**config.mk**
```make
export PLATFORM = sky130hd
export DESIGN_NAME = sar_read_sequencer
export DESIGN_NICKNAME = d
export VERILOG_FILES = /design/src/rtl/sar_read_sequencer.sv
export SDC_FILE = /design/constraint.sdc
export NUM_CORES = 1
export LEC_CHECK = 0
export ABC_AREA = 1
export BUFFER_PORTS_ARGS = -buffer_cell sky130_fd_sc_hd__buf_4
export CORE_ASPECT_RATIO = 0.9
export CORE_MARGIN = 5
export CORE_UTILIZATION = 42
export CTS_BUF_LIST = sky130_fd_sc_hd__clkbuf_4 sky130_fd_sc_hd__clkbuf_8
export DETAILED_ROUTE_END_ITERATION = 8
export GPL_ROUTABILITY_DRIVEN = 0
export PLACE_DENSITY = 0.67
export SLEW_MARGIN = 20
export SYNTH_ARGS = -nofsm -noshare
export SYNTH_HDL_FRONTEND = slang
export SYNTH_SLANG_ARGS = --single-unit
```
**constraint.sdc**
```tcl
create_clock -name clk -period 1.6 [get_ports clk]
set_input_delay 0.48 -clock clk [delete_from_list [all_inputs] [get_ports clk]]
set_output_delay 0.48 -clock clk [all_outputs]
set_load 0.05 [all_outputs]
```
**src/rtl/sar_read_sequencer.sv**
```systemverilog
module sar_read_sequencer #(
  parameter int WIDTH = 12
) (
  input  logic             clk,
  input  logic             rst,
  input  logic             conv_clk,
  input  logic             cs_n,
  input  logic             rd_n,
  input  logic             cmp_in,
  output logic             conv_clk_out,
  output logic             busy_n,
  output logic             data_oe,
  output logic [WIDTH-1:0] data_out,
  output logic [WIDTH-1:0] trial_code
);
  localparam int IW = $clog2(WIDTH);
  localparam logic [WIDTH-1:0] MSB_ONLY = {1'b1, {(WIDTH-1){1'b0}}};

  typedef enum logic [1:0] {S_IDLE, S_CONV, S_DONE} st_t;

  st_t              state;
  logic [1:0]       cc_s, rq_s;
  logic             cc_d, rq_d;
  logic             pending, armed;
  logic [IW-1:0]    idx;
  logic [WIDTH-1:0] sar, sar_nxt, result;

  wire fall_evt = cc_d & ~cc_s[1];
  wire rise_evt = ~cc_d & cc_s[1];
  wire req_evt  = rq_s[1] & ~rq_d;

  assign conv_clk_out = ~conv_clk;
  assign data_oe      = ~cs_n & ~rd_n & ~rst;
  assign data_out     = data_oe ? result : '0;
  assign trial_code   = (state == S_CONV) ? sar : '0;

  always_comb begin
    sar_nxt = sar;
    if (!cmp_in) sar_nxt[idx] = 1'b0;
    if (idx != '0) sar_nxt[idx - 1'b1] = 1'b1;
  end

  always_ff @(posedge clk) begin
    if (rst) begin
      cc_s    <= '0;
      cc_d    <= 1'b0;
      rq_s    <= '0;
      rq_d    <= 1'b0;
      state   <= S_IDLE;
      busy_n  <= 1'b1;
      pending <= 1'b0;
      armed   <= 1'b0;
      idx     <= '0;
      sar     <= '0;
      result  <= '0;
    end else begin
      cc_s <= {cc_s[0], conv_clk};
      cc_d <= cc_s[1];
      rq_s <= {rq_s[0], ~cs_n & ~rd_n};
      rq_d <= rq_s[1];
      case (state)
        S_IDLE: begin
          if (req_evt) pending <= 1'b1;
          if (rise_evt && pending) armed <= 1'b1;
          if (fall_evt && armed) begin
            state   <= S_CONV;
            busy_n  <= 1'b0;
            sar     <= MSB_ONLY;
            idx     <= IW'(WIDTH - 1);
            pending <= 1'b0;
            armed   <= 1'b0;
          end
        end
        S_CONV: begin
          if (fall_evt) begin
            sar <= sar_nxt;
            if (idx == '0) state <= S_DONE;
            else           idx   <= idx - 1'b1;
          end
        end
        default: begin
          if (rise_evt) begin
            result <= sar;
            busy_n <= 1'b1;
            state  <= S_IDLE;
          end
        end
      endcase
    end
  end
endmodule

```
# Word-level counts from Yosys, hierarchy flattened

Cells that the tools add are included.

Add/sub/neg operators: 1
$mul: 0
Divide/modulo/power cells: 0
$lt $le $gt $ge: 4
Eq/ne operators: 5
Shift operators: 0
Mux-type cells: 27
Bitwise operators: 17
Reductions and logical operators: 20

Operators with widths:

| kind                | number |
|---|---|
| $mux 12             | 6 |
| $pmux 12 s2         | 1 |
| $and 12x12->12      | 1 |
| $mux 4              | 3 |
| $not 12->12         | 1 |
| $or 12x12->12       | 1 |
| $lt 4x5->1 const B  | 2 |
| $not 1->1           | 9 |
| $demux 1 s4         | 2 |
| $ge 4x1->1 const B  | 2 |
| $mux 1              | 8 |
| $mux 2              | 4 |
| $pmux 4 s2          | 1 |
| $reduce_and 4->1    | 2 |
| $reduce_bool 2->1   | 4 |
| $ne 2x2->1 const B  | 3 |
| $reduce_and 2->1    | 3 |
| $reduce_and 3->1    | 2 |
| $and 1x1->1         | 5 |
| $logic_and 1x1->1   | 4 |
| $logic_not 4->1     | 1 |
| $pmux 2 s2          | 1 |
| $reduce_bool 4->1   | 1 |
| $sub 4x1->4 const B | 1 |
| other kinds (6)     | 6 |

Flip-flop bits (word level): 39
Bits in latches: 0
Memory bits (writable): 0
ROM bits: 0
Input bits: 6
Output and inout bits: 27
Word-level logic and storage cells: 85
Memories: 0

# Longest topological paths before layout

Gate-level depths: netlist of run 1.

Depth after elaboration: 11
Gate-level depth with buffers: 10
Mapped depth without buffers: 10

# Worst setup path before layout of run 1

No wires, ideal clock.

Path type: input -> output
Start: in rd_n
End: out data_out[10]
Data arrival time: 2724 ps
Required time: 1120 ps
Setup slack: -1604 ps
Cell stages on the path: 4
Buffers on the path: 1
Cell sequence: nor3_1 > inv_1 > clkbuf_1 > nor2_1

Longest elaborated chain between the ends: 4

RTL lines:

| item                     | RTL line | RTL |
|---|---|---|
| start: declaration       | 8        | `input logic rd_n,` |
| $not 1->1                | 33       | `assign data_oe = ~cs_n & ~rd_n & ~rst;` |
| $and 1x1->1 (2 in a row) | 33       |  |
| $mux 12                  | 34       | `assign data_out = data_oe ? result : '0;` |
| end: declaration         | 13       | `output logic [WIDTH-1:0] data_out,` |

No other way between the ends.

# Final worst setup path of run 1

Start: in cs_n
End: out data_out[2]

Longest elaborated chain between the ends: 4

RTL lines:

| item                     | RTL line | RTL |
|---|---|---|
| start: declaration       | 7        | `input logic cs_n,` |
| $not 1->1                | 33       |  |
| $and 1x1->1 (2 in a row) | 33       |  |
| $mux 12                  | 34       |  |

No other way between the ends.

==> results of run 1 <==
[cells in the final DEF (no fill, tap or decap), drive strengths merged]
master  instances
nand3          10
clkinv          2
nand2          74
nand4           2
nor2           66
nor3            3
a21oi          29
dfxtp          39
o21ai          20
ha              5
buf            49
clkbuf          6
nand3b          1
inv            48
bufinv          1
[critical path, stage by stage]
cell and delay, ns:
buf_8 0.10, nor3_4 0.19, inv_2 0.09, clkbuf_16 0.18
nor2_4 0.09, buf_6 0.16
[cells by family (layout without fill, tap and decap cells)]
kind of cell,after synthesis,count (layout)
AOI/OAI and AO/OA,49,49
adders and majority gates,5,5
buffers and inverters,57,106
DFF,39,39
and+or+nand+nor,156,156
[power groups by stage]
stage          combinational [mW]  sequential, mW  clock, mW
2_1_floorplan              0.0481            1.00          0
3_3_place_gp               0.0802            1.00          0
3_5_place_dp               0.0814            1.00          0
4_1_cts                    0.0915           0.979      0.838
5_1_grt                    0.0991           0.980      0.880
6_report                   0.0904           0.979      0.825
[metrics by stage]
| stage | setup slack (ns) | setup TNS [ns] | instances | total power [mW] | hold WS (ns) |
|---|---|---|---|---|---|
| finish | -0.178 | -2.61 | 417 | 1.89 | 0.358 |
| global route | -0.218 | -3.76 | 417 | 1.96 | 0.349 |
| CTS | -0.179 | -2.79 | 417 | 1.91 | 0.359 |
| detailed placement | -0.201 | -2.19 | 404 | 1.08 | 0.399 |
| global placement | -0.190 | -2.03 | 404 | 1.08 | 0.400 |
| floorplan | -0.496 | -5.61 | 306 | 1.05 | 0.388 |
[worst paths after layout]
path            from     endpoint  slack (ns)  depth (start not counted)
max             cs_n  data_out[2]       -0.18                          6
min             cs_n      rq_s[0]        0.36                          2
max reg2reg   idx[1]       sar[0]        0.17                         10
min reg2reg  rq_s[0]      rq_s[1]        0.41                          2
[routing by layer]
metal / wire length [um] / part of all wire / vias up
met2: 2400 / 0.48 / 47
li1: - / - / 1034
met3: 255 / 0.051 / 2
met4: 23 / 0.0046 / 0
met5: 0 / 0 / -
met1: 2330 / 0.47 / 881
[state kept, by name (all words and copies together) (netlist names)]
signal   cells
armed        1
busy_n       1
cc_d         1
cc_s         2
idx          4
pending      1
result      12
rq_d         1
rq_s         2
sar         12
state        2
[what timing repair did]
| item | in CTS | in global routing |
|---|---|---|
| pin swaps | 1 | 3 |
| hold buffers | 0 | 0 |
| setup buffers | 3 | 0 |
| endpoints found under the setup margin | 24 | 28 |
| resized for setup | 37 | 8 |
| cloned | 2 | 0 |
[area by class of cell]
type                    instances  area [um^2]
flip-flops and latches         39          783
fillers                       398         1620
repair buffers                 50          551
inverters                      48          183
well taps                      62         77.6
multi-input cells             210         1160
clock buffers                   5         68.8
clock inverters                 3         43.8
==> flow_summary_export.csv, run 1 <==
group,metric,value,unit
route,viasPerCell,4.71,
clock_tree,clk_pin_slew,0.08,ns
logic_synthesis,synth-main-ff-cell,"dfxtp_1",
power_and_ir_drop,power_frac_seq,0.517,
placement,numPortBuffers,32,
power_and_ir_drop,ir_drop,0.471,mV
floorplan,die_w,82.2,um
power_and_ir_drop,pwr_density_cell,661,mW/mm^2
grt,grtUsageMet2,0.291,
floorplan,initial_core_util,0.439,
logic_synthesis,synth_compound_area_frac,0.126,
route,ant_nets,0,
timing,rsz0062_at_grt,"true",
status,violations,"setup timing",
logic_synthesis,synth_seq_cells,39,
finish,drive_gt1_frac,0.290,
finish,num-nets-final,365,
min_path,hold_path.class,"in2reg",
grt,use_met1,0.231,
timing,setup_viol,23,
finish,area_growth,45.3,%
timing,worst_slew_pin_slew,0.307,ns
route,drtPass1Iterations,4,
logic_synthesis,synth.area.top_cells,"dfxtp_1 (40%), nand2_1 (13%), nor2_1 (12%)",
setup_path,cp-start-kind,"input port",
logic_synthesis,syn_avg_cell_area,6.44,um^2
logic_synthesis,synthDistinctLibCells,24,
floorplan,core.rowCount,23,
grt,grt_overflow_total,0,
logic_synthesis,synth_top_family_by_area,"simple AND/OR/NAND/NOR gates",
logic_synthesis,yosysWarnings,0,
clock_tree,cts_max_path_buffers,2,
power_and_ir_drop,power_frac_comb,0.048,
clock_tree,clkLatencyLatePin,0.29,ns
setup_path,crit_type,"in2out",
grt,antenna_found_initial,0,
logic_synthesis,synthMuxAreaShare,0,
grt,grtUsageTotal,0.176,
logic_synthesis,synth-xor-area-share,0,
logic_synthesis,synth.most_common_cell,"nand2_1",
setup_path,path_max_fanout,6,
grt,grt_pass1_vias,1825,
logic_synthesis,netlist.area_leader.share,0.396,
logic_synthesis,synth-adder-area-share,0.0317,
flow_run,cap_violations,0,
floorplan,ios,33,
timing,hold_viol_final,0,
grt,grt_pass1_wl,8310,um
timing,period_share,1.11,
clock_tree,cts_buffers,5,
route,drt_iter0_markers,81,
route,via_count,1964,
route,post-route-drc-count,0,
finish,fin_area,0.00287,mm^2
logic_synthesis,syn_nets,317,
clock_tree,cts_tree,"yes",
logic_synthesis,synth_edf_count,0,
setup_path,endpoint_kind,"output port",
clock_tree,cts-root-buf,"clkbuf_8",
setup_path,crit_required,1.12,ns
timing,slew_headroom,0.794,
finish,antenna_cells,0,
logic_synthesis,syn-instance-count,306,
power_and_ir_drop,p_switching,0.418,mW
clock_tree,htree_levels,2,
finish,fin_util,0.638,
power_and_ir_drop,leakage,1.07,nW
timing,worst_clock_skew,0.00391,ns
timing,fin_crit,1.78,ns
floorplan,die_h,75.0,um
logic_synthesis,syn-cell-area,0.00197,mm^2
power_and_ir_drop,switching_share,0.221,
logic_synthesis,yosys.area.top_type,"dfxtp_1",
power_and_ir_drop,clkPwrFrac,0.435,
logic_synthesis,ys_seq_area_frac,0.396,
power_and_ir_drop,internal_power,1.48,mW
status,status,"complete, but fails checks",
timing,setup_ws,-0.178,ns
timing,slew_violations,0,
grt,met3_usage,0.0395,
logic_synthesis,async_flop_share,0,
floorplan,dieArea,0.00617,mm^2
route,finalWirelength,5010,um
grt,busiest_layer,"met2",
setup_path,worstPathArrival,1.30,ns
logic_synthesis,synth_common_cells,"nand2_1 (70), nor2_1 (61), inv_1 (44)",
timing,fmax,562,MHz
clock_tree,cts.sinks,39,
placement,hpwl,3560,um
logic_synthesis,synthSimpleGateAreaFrac,0.329,
placement,postPlaceCellArea,0.00253,mm^2
grt,grt_max_degree,24,
route,wl_per_cell,12.0,um
floorplan,coreArea,0.00449,mm^2
Note: power is estimated with default switching activity, not from simulation.
==> run 2, diff against run 1 <==
--- a/config.mk
+++ b/config.mk
@@ -11,6 +11,7 @@
 export CORE_MARGIN = 5
 export CORE_UTILIZATION = 42
 export CTS_BUF_LIST = sky130_fd_sc_hd__clkbuf_4 sky130_fd_sc_hd__clkbuf_8
+export CTS_CLUSTER_DIAMETER = 40
 export DETAILED_ROUTE_END_ITERATION = 8
 export GPL_ROUTABILITY_DRIVEN = 0
 export PLACE_DENSITY = 0.67
==> constraint.sdc (replaced) <==
create_clock -name clk -period 1.6 [get_ports clk]
set_input_delay 0.48 -clock clk [delete_from_list [all_inputs] [get_ports clk]]
set_output_delay 0.48 -clock clk [all_outputs]
set_load 0.1 [all_outputs]
==> run 2 against run 1 <==
The run still ends with setup timing left; setup slack worse by 0.023 ns; via count increased by 2.1%; sequential cell count unchanged; cell area up 8.2%; global-route usage grew 1.2 points; sequential share of layout area is 2.0 points lower; power is 1.9% higher; count of clock-buffer cells in the layout up 1; non-clock buffer count up 2.
==> flow_summary_export.csv, run 2 (synthesized netlist as in run 1, its figures left out) <==
group,metric,value,unit
status,status,"complete, but fails checks",
status,violations,"setup timing",
setup_path,path_cells,"buf_8 > nor3_4 > inv_2 > buf_12 > nor2_4 > buf_12",
flow_run,cap_violations,0,
clock_tree,cts-root-buf,"clkbuf_8",
route,viasPerCell,4.79,
finish,final_cell_mix,"nand2_1 (68), inv_1 (42), nor2_1 (37), dfxtp_1 (37), a21oi_1 (29)",
setup_path,endpoint_kind,"output port",
setup_path,worstPathArrival,1.32,ns
power_and_ir_drop,ir_drop,0.487,mV
route,drt_iter0_markers,82,
floorplan,coreArea,0.00449,mm^2
grt,grt_max_degree,24,
finish,fin_util,0.690,
placement,numPortBuffers,32,
power_and_ir_drop,power,1.93,mW
setup_path,critPathMaxStageDelay,0.19,ns
clock_tree,cts_buffers,5,
setup_path,path_common_cell,"buf_12",
power_and_ir_drop,pwr_density_cell,623,mW/mm^2
floorplan,initial_core_util,0.439,
floorplan,dieArea,0.00617,mm^2
setup_path,crit_path_top_delay_cell,"nor3_4",
setup_path,crit_family,"buffers and inverters",
timing,setup_viol,25,
timing,setup_tns,-3.32,ns
setup_path,crit_type,"in2out",
grt,grtUsageTotal,0.188,
timing,fin_crit,1.80,ns
clock_tree,clkLatencyLatePin,0.29,ns
timing,period_share,1.13,
floorplan,die_w,82.2,um
grt,grt_pass1_vias,1919,
timing,hold_viol_final,0,
setup_path,path_max_fanout,11,
timing,slew_violations,0,
finish,final_common_cell,"nand2_1",
setup_path,path_buf_inv,4,
route,ant_nets,0,
route,post-route-drc-count,0,
placement,hpwl,3570,um
finish,num-nets-final,367,
setup_path,crit_required,1.12,ns
timing,slew_headroom,0.795,
placement,postPlaceCellArea,0.00258,mm^2
clock_tree,cts_tree,"yes",
timing,worst_clock_skew,0.00480,ns
finish,drive_gt1_frac,0.297,
timing,hold-worst-slack,0.350,ns
finish,area_growth,57.2,%
grt,antenna_found_initial,0,
floorplan,ios,33,
setup_path,reg2reg_slack,0.15,ns
clock_tree,htree_levels,2,
route,via_count,2006,
setup_path,cp-start-kind,"input port",
placement,preCtsSetupSlack,-0.319,ns
clock_tree,clk_pin_slew,0.08,ns
finish,antenna_cells,0,
clock_tree,cts.sinks,39,
timing,worst_slew_pin_slew,0.307,ns
finish,fin_area,0.00310,mm^2
route,drtPass1Iterations,6,
grt,grt_overflow_total,0,
route,finalWirelength,5270,um
timing,setup_ws,-0.201,ns
clock_tree,cts_max_path_buffers,2,
finish,fin_cells,419,
floorplan,die_h,75.0,um
finish,top_regs,"result (12), sar (12), idx (4)",
placement,place_inst,405,
route,wl_per_cell,12.6,um
timing,rsz0062_at_grt,"true",
clock_tree,cts-hold-fix-buffers,0,
grt,grt_pass1_wl,8890,um
power_and_ir_drop,leakage,1.12,nW
min_path,hold_path.class,"in2reg",
floorplan,core.rowCount,23,
timing,fmax,555,MHz
==> run 2: final timing paths <==
path,cells after the start,end,start
min reg2reg,2,cc_s[1],cc_s[0]
max reg2reg,10,sar[0],idx[0]
max,6,data_out[7],rd_n
min,2,rq_s[0],cs_n
==> run 2: what timing repair did <==
| item | 4_1_cts | 5_1_grt |
|---|---|---|
| resized for setup | 83 | 5 |
| pin swaps | 4 | 1 |
| setup endpoints to repair | 25 | 31 |
| buffers inserted | 4 | 3 |
| cloned | 0 | 0 |
==> run 2: layer usage <==
metal  global-route usage  up-vias  share of wire
met5                    0        -              0
met4               0.0535        0          0.010
met3               0.0407        6          0.044
met2                0.305       51           0.47
met1                0.253      907           0.47
li1                     -     1042              -
==> run 2: where the power goes <==
group / switching (mW) / total, mW / internal [mW]
sequential: 0.00309 / 0.977 / 0.974
combinational: 0.0639 / 0.103 / 0.0394
clock: 0.344 / 0.849 / 0.504
==> run 2: area by class of cell <==
type | count | area, um^2
Clock inverter | 2 | 35.0
Tap cell | 62 | 77.6
Fill cell | 373 | 1390
Multi-Input combinational cell | 210 | 1170
Inverter | 48 | 189
Clock buffer | 6 | 82.6
Timing Repair Buffer | 52 | 759
Sequential cell | 39 | 786
